--- src/rtl/sem_pkg.sv ---
package sem_pkg;
  typedef enum logic [1:0] {
    OP_IDLE    = 2'd0,
    OP_RD_SYNC = 2'd1,
    OP_RD_TRY  = 2'd2,
    OP_WR      = 2'd3
  } sem_op_e;
endpackage

--- src/rtl/sem_counter.sv ---
module sem_counter #(
  parameter int CNT_W = 16
) (
  input  logic             clk_i,
  input  logic             rst_ni,
  input  logic             inc_i,
  input  logic             dec_i,
  output logic [CNT_W-1:0] cnt_o,
  output logic             zero_o
);
  localparam logic [CNT_W-1:0] ONE = {{(CNT_W-1){1'b0}}, 1'b1};
  localparam logic [CNT_W-1:0] TOP = {CNT_W{1'b1}};

  logic [CNT_W-1:0] cnt_q;

  always_ff @(posedge clk_i or negedge rst_ni) begin
    if (!rst_ni)                       cnt_q <= '0;
    else if (inc_i && cnt_q != TOP)    cnt_q <= cnt_q + ONE;
    else if (dec_i && cnt_q != '0)     cnt_q <= cnt_q - ONE;
  end

  assign cnt_o  = cnt_q;
  assign zero_o = (cnt_q == '0);

  p_sat_hold_r4: assert property (@(posedge clk_i) disable iff (!rst_ni)
    (inc_i && cnt_q == TOP) |=> (cnt_q == TOP));
  p_floor_r2: assert property (@(posedge clk_i) disable iff (!rst_ni)
    (dec_i && !inc_i && cnt_q == '0) |=> (cnt_q == '0));
  p_dec_step_r2: assert property (@(posedge clk_i) disable iff (!rst_ni)
    (dec_i && !inc_i && cnt_q != '0) |=> (cnt_q == $past(cnt_q) - ONE));
  p_inc_step_r3: assert property (@(posedge clk_i) disable iff (!rst_ni)
    (inc_i && cnt_q != TOP) |=> (cnt_q == $past(cnt_q) + ONE));
endmodule

--- src/rtl/sem_waitlist.sv ---
module sem_waitlist #(
  parameter int NUM_THR = 4,
  parameter int TID_W   = 2
) (
  input  logic               clk_i,
  input  logic               rst_ni,
  input  logic               block_i,
  input  logic [TID_W-1:0]   block_tid_i,
  input  logic               release_i,
  input  logic               take_i,
  output logic [NUM_THR-1:0] blocked_o,
  output logic               busy_o,
  output logic [TID_W-1:0]   grant_tid_o,
  output logic               wake_o
);
  logic [NUM_THR-1:0] blocked_q, pend_q, grant_oh;
  logic               wake_q;

  // lowest pending thread wins
  always_comb begin
    grant_tid_o = '0;
    grant_oh    = '0;
    for (int i = NUM_THR - 1; i >= 0; i--) begin
      if (pend_q[i]) begin
        grant_tid_o = TID_W'(i);
        grant_oh    = NUM_THR'(1) << i;
      end
    end
  end

  always_ff @(posedge clk_i or negedge rst_ni) begin
    if (!rst_ni) begin
      blocked_q <= '0;
      pend_q    <= '0;
      wake_q    <= 1'b0;
    end else begin
      wake_q <= release_i;
      if (release_i) begin
        pend_q    <= blocked_q;
        blocked_q <= '0;
      end else begin
        if (take_i)  pend_q <= pend_q & ~grant_oh;
        if (block_i) blocked_q[block_tid_i] <= 1'b1;
      end
    end
  end

  assign blocked_o = blocked_q;
  assign busy_o    = |pend_q;
  assign wake_o    = wake_q;

  p_one_grant_r8: assert property (@(posedge clk_i) disable iff (!rst_ni)
    $onehot0(grant_oh));
  p_block_mark_r5: assert property (@(posedge clk_i) disable iff (!rst_ni)
    (block_i && !release_i) |=> blocked_q[$past(block_tid_i)]);
  p_release_clear_r7: assert property (@(posedge clk_i) disable iff (!rst_ni)
    release_i |=> (blocked_q == '0 && wake_q));
  p_replay_shrinks_r8: assert property (@(posedge clk_i) disable iff (!rst_ni)
    (take_i && !release_i) |=> ($countones(pend_q) == $countones($past(pend_q)) - 1));
endmodule

--- src/rtl/sem_cell.sv ---
module sem_cell
  import sem_pkg::*;
#(
  parameter int NUM_THR = 4,
  parameter int CNT_W   = 16,
  localparam int TID_W  = (NUM_THR > 1) ? $clog2(NUM_THR) : 1
) (
  input  logic               clk_i,
  input  logic               rst_ni,
  input  logic               req_valid_i,
  output logic               req_ready_o,
  input  logic               req_we_i,
  input  logic               req_try_i,
  input  logic [TID_W-1:0]   req_tid_i,
  input  logic [CNT_W-1:0]   req_wdata_i,
  output logic               rsp_valid_o,
  output logic [TID_W-1:0]   rsp_tid_o,
  output logic [CNT_W-1:0]   rsp_data_o,
  output logic [NUM_THR-1:0] blocked_o,
  output logic               wake_o
);
  sem_op_e          op;
  logic [TID_W-1:0] op_tid, grant_tid;
  logic [CNT_W-1:0] cnt;
  logic             cnt_zero, busy, is_rd, do_block, do_release;
  logic             rsp_valid_q;
  logic [TID_W-1:0] rsp_tid_q;
  logic [CNT_W-1:0] rsp_data_q;
  logic             unused_wdata;

  assign unused_wdata = ^req_wdata_i;  // value of a write is not used
  assign req_ready_o  = !busy;

  // replay of woken reads takes the port ahead of new requests
  always_comb begin
    op     = OP_IDLE;
    op_tid = req_tid_i;
    if (busy) begin
      op     = OP_RD_SYNC;
      op_tid = grant_tid;
    end else if (req_valid_i) begin
      if (req_we_i)       op = OP_WR;
      else if (req_try_i) op = OP_RD_TRY;
      else                op = OP_RD_SYNC;
    end
  end

  assign is_rd      = (op == OP_RD_SYNC) || (op == OP_RD_TRY);
  assign do_block   = (op == OP_RD_SYNC) && cnt_zero;
  assign do_release = (op == OP_WR) && cnt_zero && (|blocked_o);

  sem_counter #(.CNT_W(CNT_W)) u_cnt (
    .clk_i  (clk_i),
    .rst_ni (rst_ni),
    .inc_i  (op == OP_WR),
    .dec_i  (is_rd),
    .cnt_o  (cnt),
    .zero_o (cnt_zero)
  );

  sem_waitlist #(.NUM_THR(NUM_THR), .TID_W(TID_W)) u_wait (
    .clk_i       (clk_i),
    .rst_ni      (rst_ni),
    .block_i     (do_block),
    .block_tid_i (op_tid),
    .release_i   (do_release),
    .take_i      (busy),
    .blocked_o   (blocked_o),
    .busy_o      (busy),
    .grant_tid_o (grant_tid),
    .wake_o      (wake_o)
  );

  always_ff @(posedge clk_i or negedge rst_ni) begin
    if (!rst_ni) begin
      rsp_valid_q <= 1'b0;
      rsp_tid_q   <= '0;
      rsp_data_q  <= '0;
    end else begin
      rsp_valid_q <= (op == OP_WR) || (is_rd && !do_block);
      rsp_tid_q   <= op_tid;
      rsp_data_q  <= (is_rd && !cnt_zero) ? cnt : '0;
    end
  end

  assign rsp_valid_o = rsp_valid_q;
  assign rsp_tid_o   = rsp_tid_q;
  assign rsp_data_o  = rsp_data_q;

  p_try_answers_r6: assert property (@(posedge clk_i) disable iff (!rst_ni)
    (op == OP_RD_TRY) |=> rsp_valid_o);
  p_sync_zero_silent_r5: assert property (@(posedge clk_i) disable iff (!rst_ni)
    (op == OP_RD_SYNC && cnt_zero) |=> !rsp_valid_o);
  p_wake_empties_r7: assert property (@(posedge clk_i) disable iff (!rst_ni)
    wake_o |-> (blocked_o == '0 && !req_ready_o));
  p_wake_pulse_r7: assert property (@(posedge clk_i) disable iff (!rst_ni)
    wake_o |=> !wake_o);
endmodule

--- config.mk ---
export PLATFORM = sky130hd
export DESIGN_NAME = sem_cell
export DESIGN_NICKNAME = d
export VERILOG_FILES = /design/src/rtl/sem_pkg.sv /design/src/rtl/sem_counter.sv /design/src/rtl/sem_waitlist.sv /design/src/rtl/sem_cell.sv
export SDC_FILE = /design/constraint.sdc
export NUM_CORES = 1
export LEC_CHECK = 0
export BUFFER_PORTS_ARGS = -buffer_cell sky130_fd_sc_hd__buf_4
export CAP_MARGIN = 20
export CORE_MARGIN = 4
export CORE_UTILIZATION = 40
export CTS_CLUSTER_DIAMETER = 200
export DETAILED_ROUTE_END_ITERATION = 7
export GPL_TIMING_DRIVEN = 0
export PLACE_DENSITY = 0.67
export SYNTH_ARGS = -nofsm -noshare
export SYNTH_HDL_FRONTEND = slang
export SYNTH_HIERARCHICAL = 1
export SYNTH_SLANG_ARGS = --single-unit
--- constraint.sdc ---
create_clock -name clk_i -period 4.77 [get_ports clk_i]
set_clock_uncertainty 0.2 [all_clocks]
set_input_delay 0.954 -clock clk_i [delete_from_list [all_inputs] [get_ports clk_i]]
set_output_delay 0.954 -clock clk_i [all_outputs]
set_load 0.005 [all_outputs]
==> results.ini <==
[outcome]
outcome=finished, final reports clean

[setup_path]
cp_slowest_cell=o41ai_4
path_class=flip-flop to flip-flop
startpoint=u_cnt/cnt_o[5]
max_stage_delay_ps=1030
r2r_slack_ps=1000
path_cells=nand4_1 -> o41ai_4 -> ha_1 -> nor2b_4 -> o31a_1 -> o311a_4 -> o41ai_2 -> xnor2_1 -> mux2_4
cp.required_ps=4750
regToRegStartpoint=u_cnt/cnt_o[5]
worstPathArrival_ps=3750
cp_max_fo=19
worstSetupStartpointType=flip-flop
reg2reg_depth=9
cp-end-kind=flip-flop
crit_path_end=u_cnt/cnt_o[12]
rr_endpoint=u_cnt/cnt_o[12]

[floorplan]
die_area_mm2=0.00769
rows=28
dieHeight_um=87.7
core_area_mm2=0.00603
die_x_um=87.7
start_util=0.422
ioPinCount=48

[global_routing]
antenna_found_initial=0
grt_pass1_wl_mm=8.64
grt_pass1_vias=1838
grt_max_degree=45
grt_overflow_total=0
track_usage=0.142

[routing]
top_layer_used=met4
wl_met2_mm=2.44
routed_wl_mm=5.06
wl_met3_um=265
firstDrtPassIters=4
wire_per_inst_um=14.0
postRouteAntennaNets=0
via_per_inst=5.28
drc=0
drtIter0Drc=96
vias=1899
met1_length_mm=2.34

[clock_network]
cts_root_buf=clkbuf_8
tritoncts=yes
cts_made_buffers=5
clock_path_buffers=2
ctsResizeCount=0
post_cts_buffers=0
cts_max_level=2
clk_pin_slew_ps=80
cts_num_sinks=44
hold_buffers=0
insertion_delay_ps=290

[finish]
final_cells=360
areaGrowthSynthToFinish_pct=16.5
nets=326
antennaDiodeCount=0
drive_gt1_frac=0.256

[synth]
synth_area_per_cell_um2=10.3
async_reset_ff_frac=1.00
yosys_warnings=6
yosysSeqAreaShare=0.433
synth_edf_count=0
synth_area_mm2=0.00254
synthesis.instances=246
synthDistinctLibCells=47
ys_ff_latch=44
ys.flop_type=dfrtp_1
syn_nets=288

[min_path]
holdPathStages=1
hold_path.class=flip-flop to flip-flop
worstHoldStart=u_cnt/cnt_o[15]

[power]
p_per_area_mw_per_mm2=650
leakage_nw=1.37
ir_drop_uv=205
power.total_w=0.00192

[place]
place.port_buffers=31
place_hpwl_mm=3.90
gp_congestion=0.848
dpl.cell_count=352

[sta]
fmax_mhz=265
finalHoldViolCount=0
setup_viol=0
timing.final.crit_share=0.791
relSlewSlack=0.271
tightest_slew_ps=1090
rsz0062_at_grt=false
tns_ps=0
min_period_ps=3770
hold_ws_ps=316
report.final.slew_viol_count=0

[run]
cap_violations=0

[Yosys cell counts (2+ instances only)]
cell / count / area, um2
dfrtp_1: 44 / 1100
a21oi_1: 24 / 120
nor2_1: 24 / 90.1
ha_1: 18 / 225
and2_2: 15 / 113
nand2_1: 13 / 48.8
inv_1: 10 / 37.5
o21ai_0: 9 / 45.0
xor2_1: 7 / 61.3
a21o_1: 6 / 45.0
nand4_1: 6 / 37.5
nor4_1: 6 / 37.5
xnor2_1: 6 / 52.6
mux2_2: 5 / 56.3
nand2b_1: 4 / 25.0
nor3_1: 3 / 15.0
o31a_1: 3 / 26.3
a211oi_1: 2 / 15.0
a31oi_1: 2 / 12.5
and2_1: 2 / 12.5
and3_1: 2 / 12.5
buf_2: 2 / 10.0
mux2_4: 2 / 30.0
mux2i_1: 2 / 20.0
nand3_1: 2 / 10.0
nand3b_1: 2 / 15.0
o211ai_1: 2 / 15.0
o21a_1: 2 / 15.0
o41ai_2: 2 / 32.5
or2_2: 2 / 12.5
[per-layer routing]
metal / vias up / GRT usage
li1: 957 / -
met1: 900 / 0.187
met2: 40 / 0.234
met3: 2 / 0.0357
met4: 0 / 0.0377
met5: - / 0
[logic make-up (layout without fill, tap and decap cells)]
family,count (synthesis),after routing,share of synthesized area
compound gates,60,60,0.167
xor+xnor,13,13,0.0448
fa+ha+maj,19,19,0.0966
buf+inv,14,53,0.0246
flops,44,44,0.433
mux,9,9,0.0419
simple gates,87,87,0.191
[stage by stage]
step | instance area [um2] | utilization | setup WS (ps)
floorplan | 2540 | - | 1080
global placement | 2870 | 0.476 | 751
detailed placement | 2870 | 0.476 | 708
CTS | 2960 | 0.491 | 1000
global route | 2960 | 0.491 | 693
finish | 2960 | 0.491 | 998
[how the worst min path moves through the flow]
stage	to	slack (ps)
after floorplan	u_cnt/cnt_o[15]	280
after global routing	u_cnt/cnt_o[15]	340
final	u_cnt/cnt_o[15]	320
after detailed placement	u_cnt/cnt_o[15]	310
after global placement	u_cnt/cnt_o[15]	310
after CTS	u_cnt/cnt_o[15]	320
[layout by cell type, fill, tap and decap left out, drive strengths merged, types with 2 or more instances in the layout]
cell	count
clkbuf	7
nor2b	2
nor2	25
o211ai	2
ha	18
nand3	2
o31a	3
dfrtp	44
buf	34
or2	2
a31oi	2
xor2	7
clkinv	2
xnor2	6
o41ai	3
o21a	2
and3	2
nand2	13
inv	10
nand2b	4
mux2	7
and2	17
mux2i	2
nor4	6
a21oi	25
nand3b	2
nor3	3
o21ai	9
a211oi	2
a21o	6
nand4	6
[registers in the layout, indices dropped and copies added, names as in the netlist]
| signal | cells |
|---|---|
| rsp_tid_o | 2 |
| rsp_valid_o | 1 |
| u_wait/blocked_o | 4 |
| rsp_data_o | 16 |
| u_wait/wake_o | 1 |
| u_cnt/cnt_o | 16 |
| u_wait/pend_q | 4 |
[final cells by class]
class,instances,area [um2]
buffer,4,25.0
clock buffer,6,82.6
clock inverter,2,10.0
fill,549,3070
inverter,10,37.5
multi-input combinational,188,1380
sequential,44,1100
tap,75,93.8
timing repair buffer,31,233
[critical path: cells and delay by family, from the launching register on]
kind	cells	cell delay, ps
flops	1	430
xor+xnor	1	100
compound gates	4	1910
simple gates	2	330
fa+ha+maj	1	440
mux	1	250
[where the power goes]
group / total, W / leakage (nW) / internal, W / switching (W)
sequential: 0.000633 / 0.534 / 0.000511 / 0.000122
combinational: 0.00105 / 0.790 / 0.000533 / 0.000519
clock: 0.000239 / 0.0510 / 0.000116 / 0.000123
No activity file was read; power rests on OpenSTA's default activity.
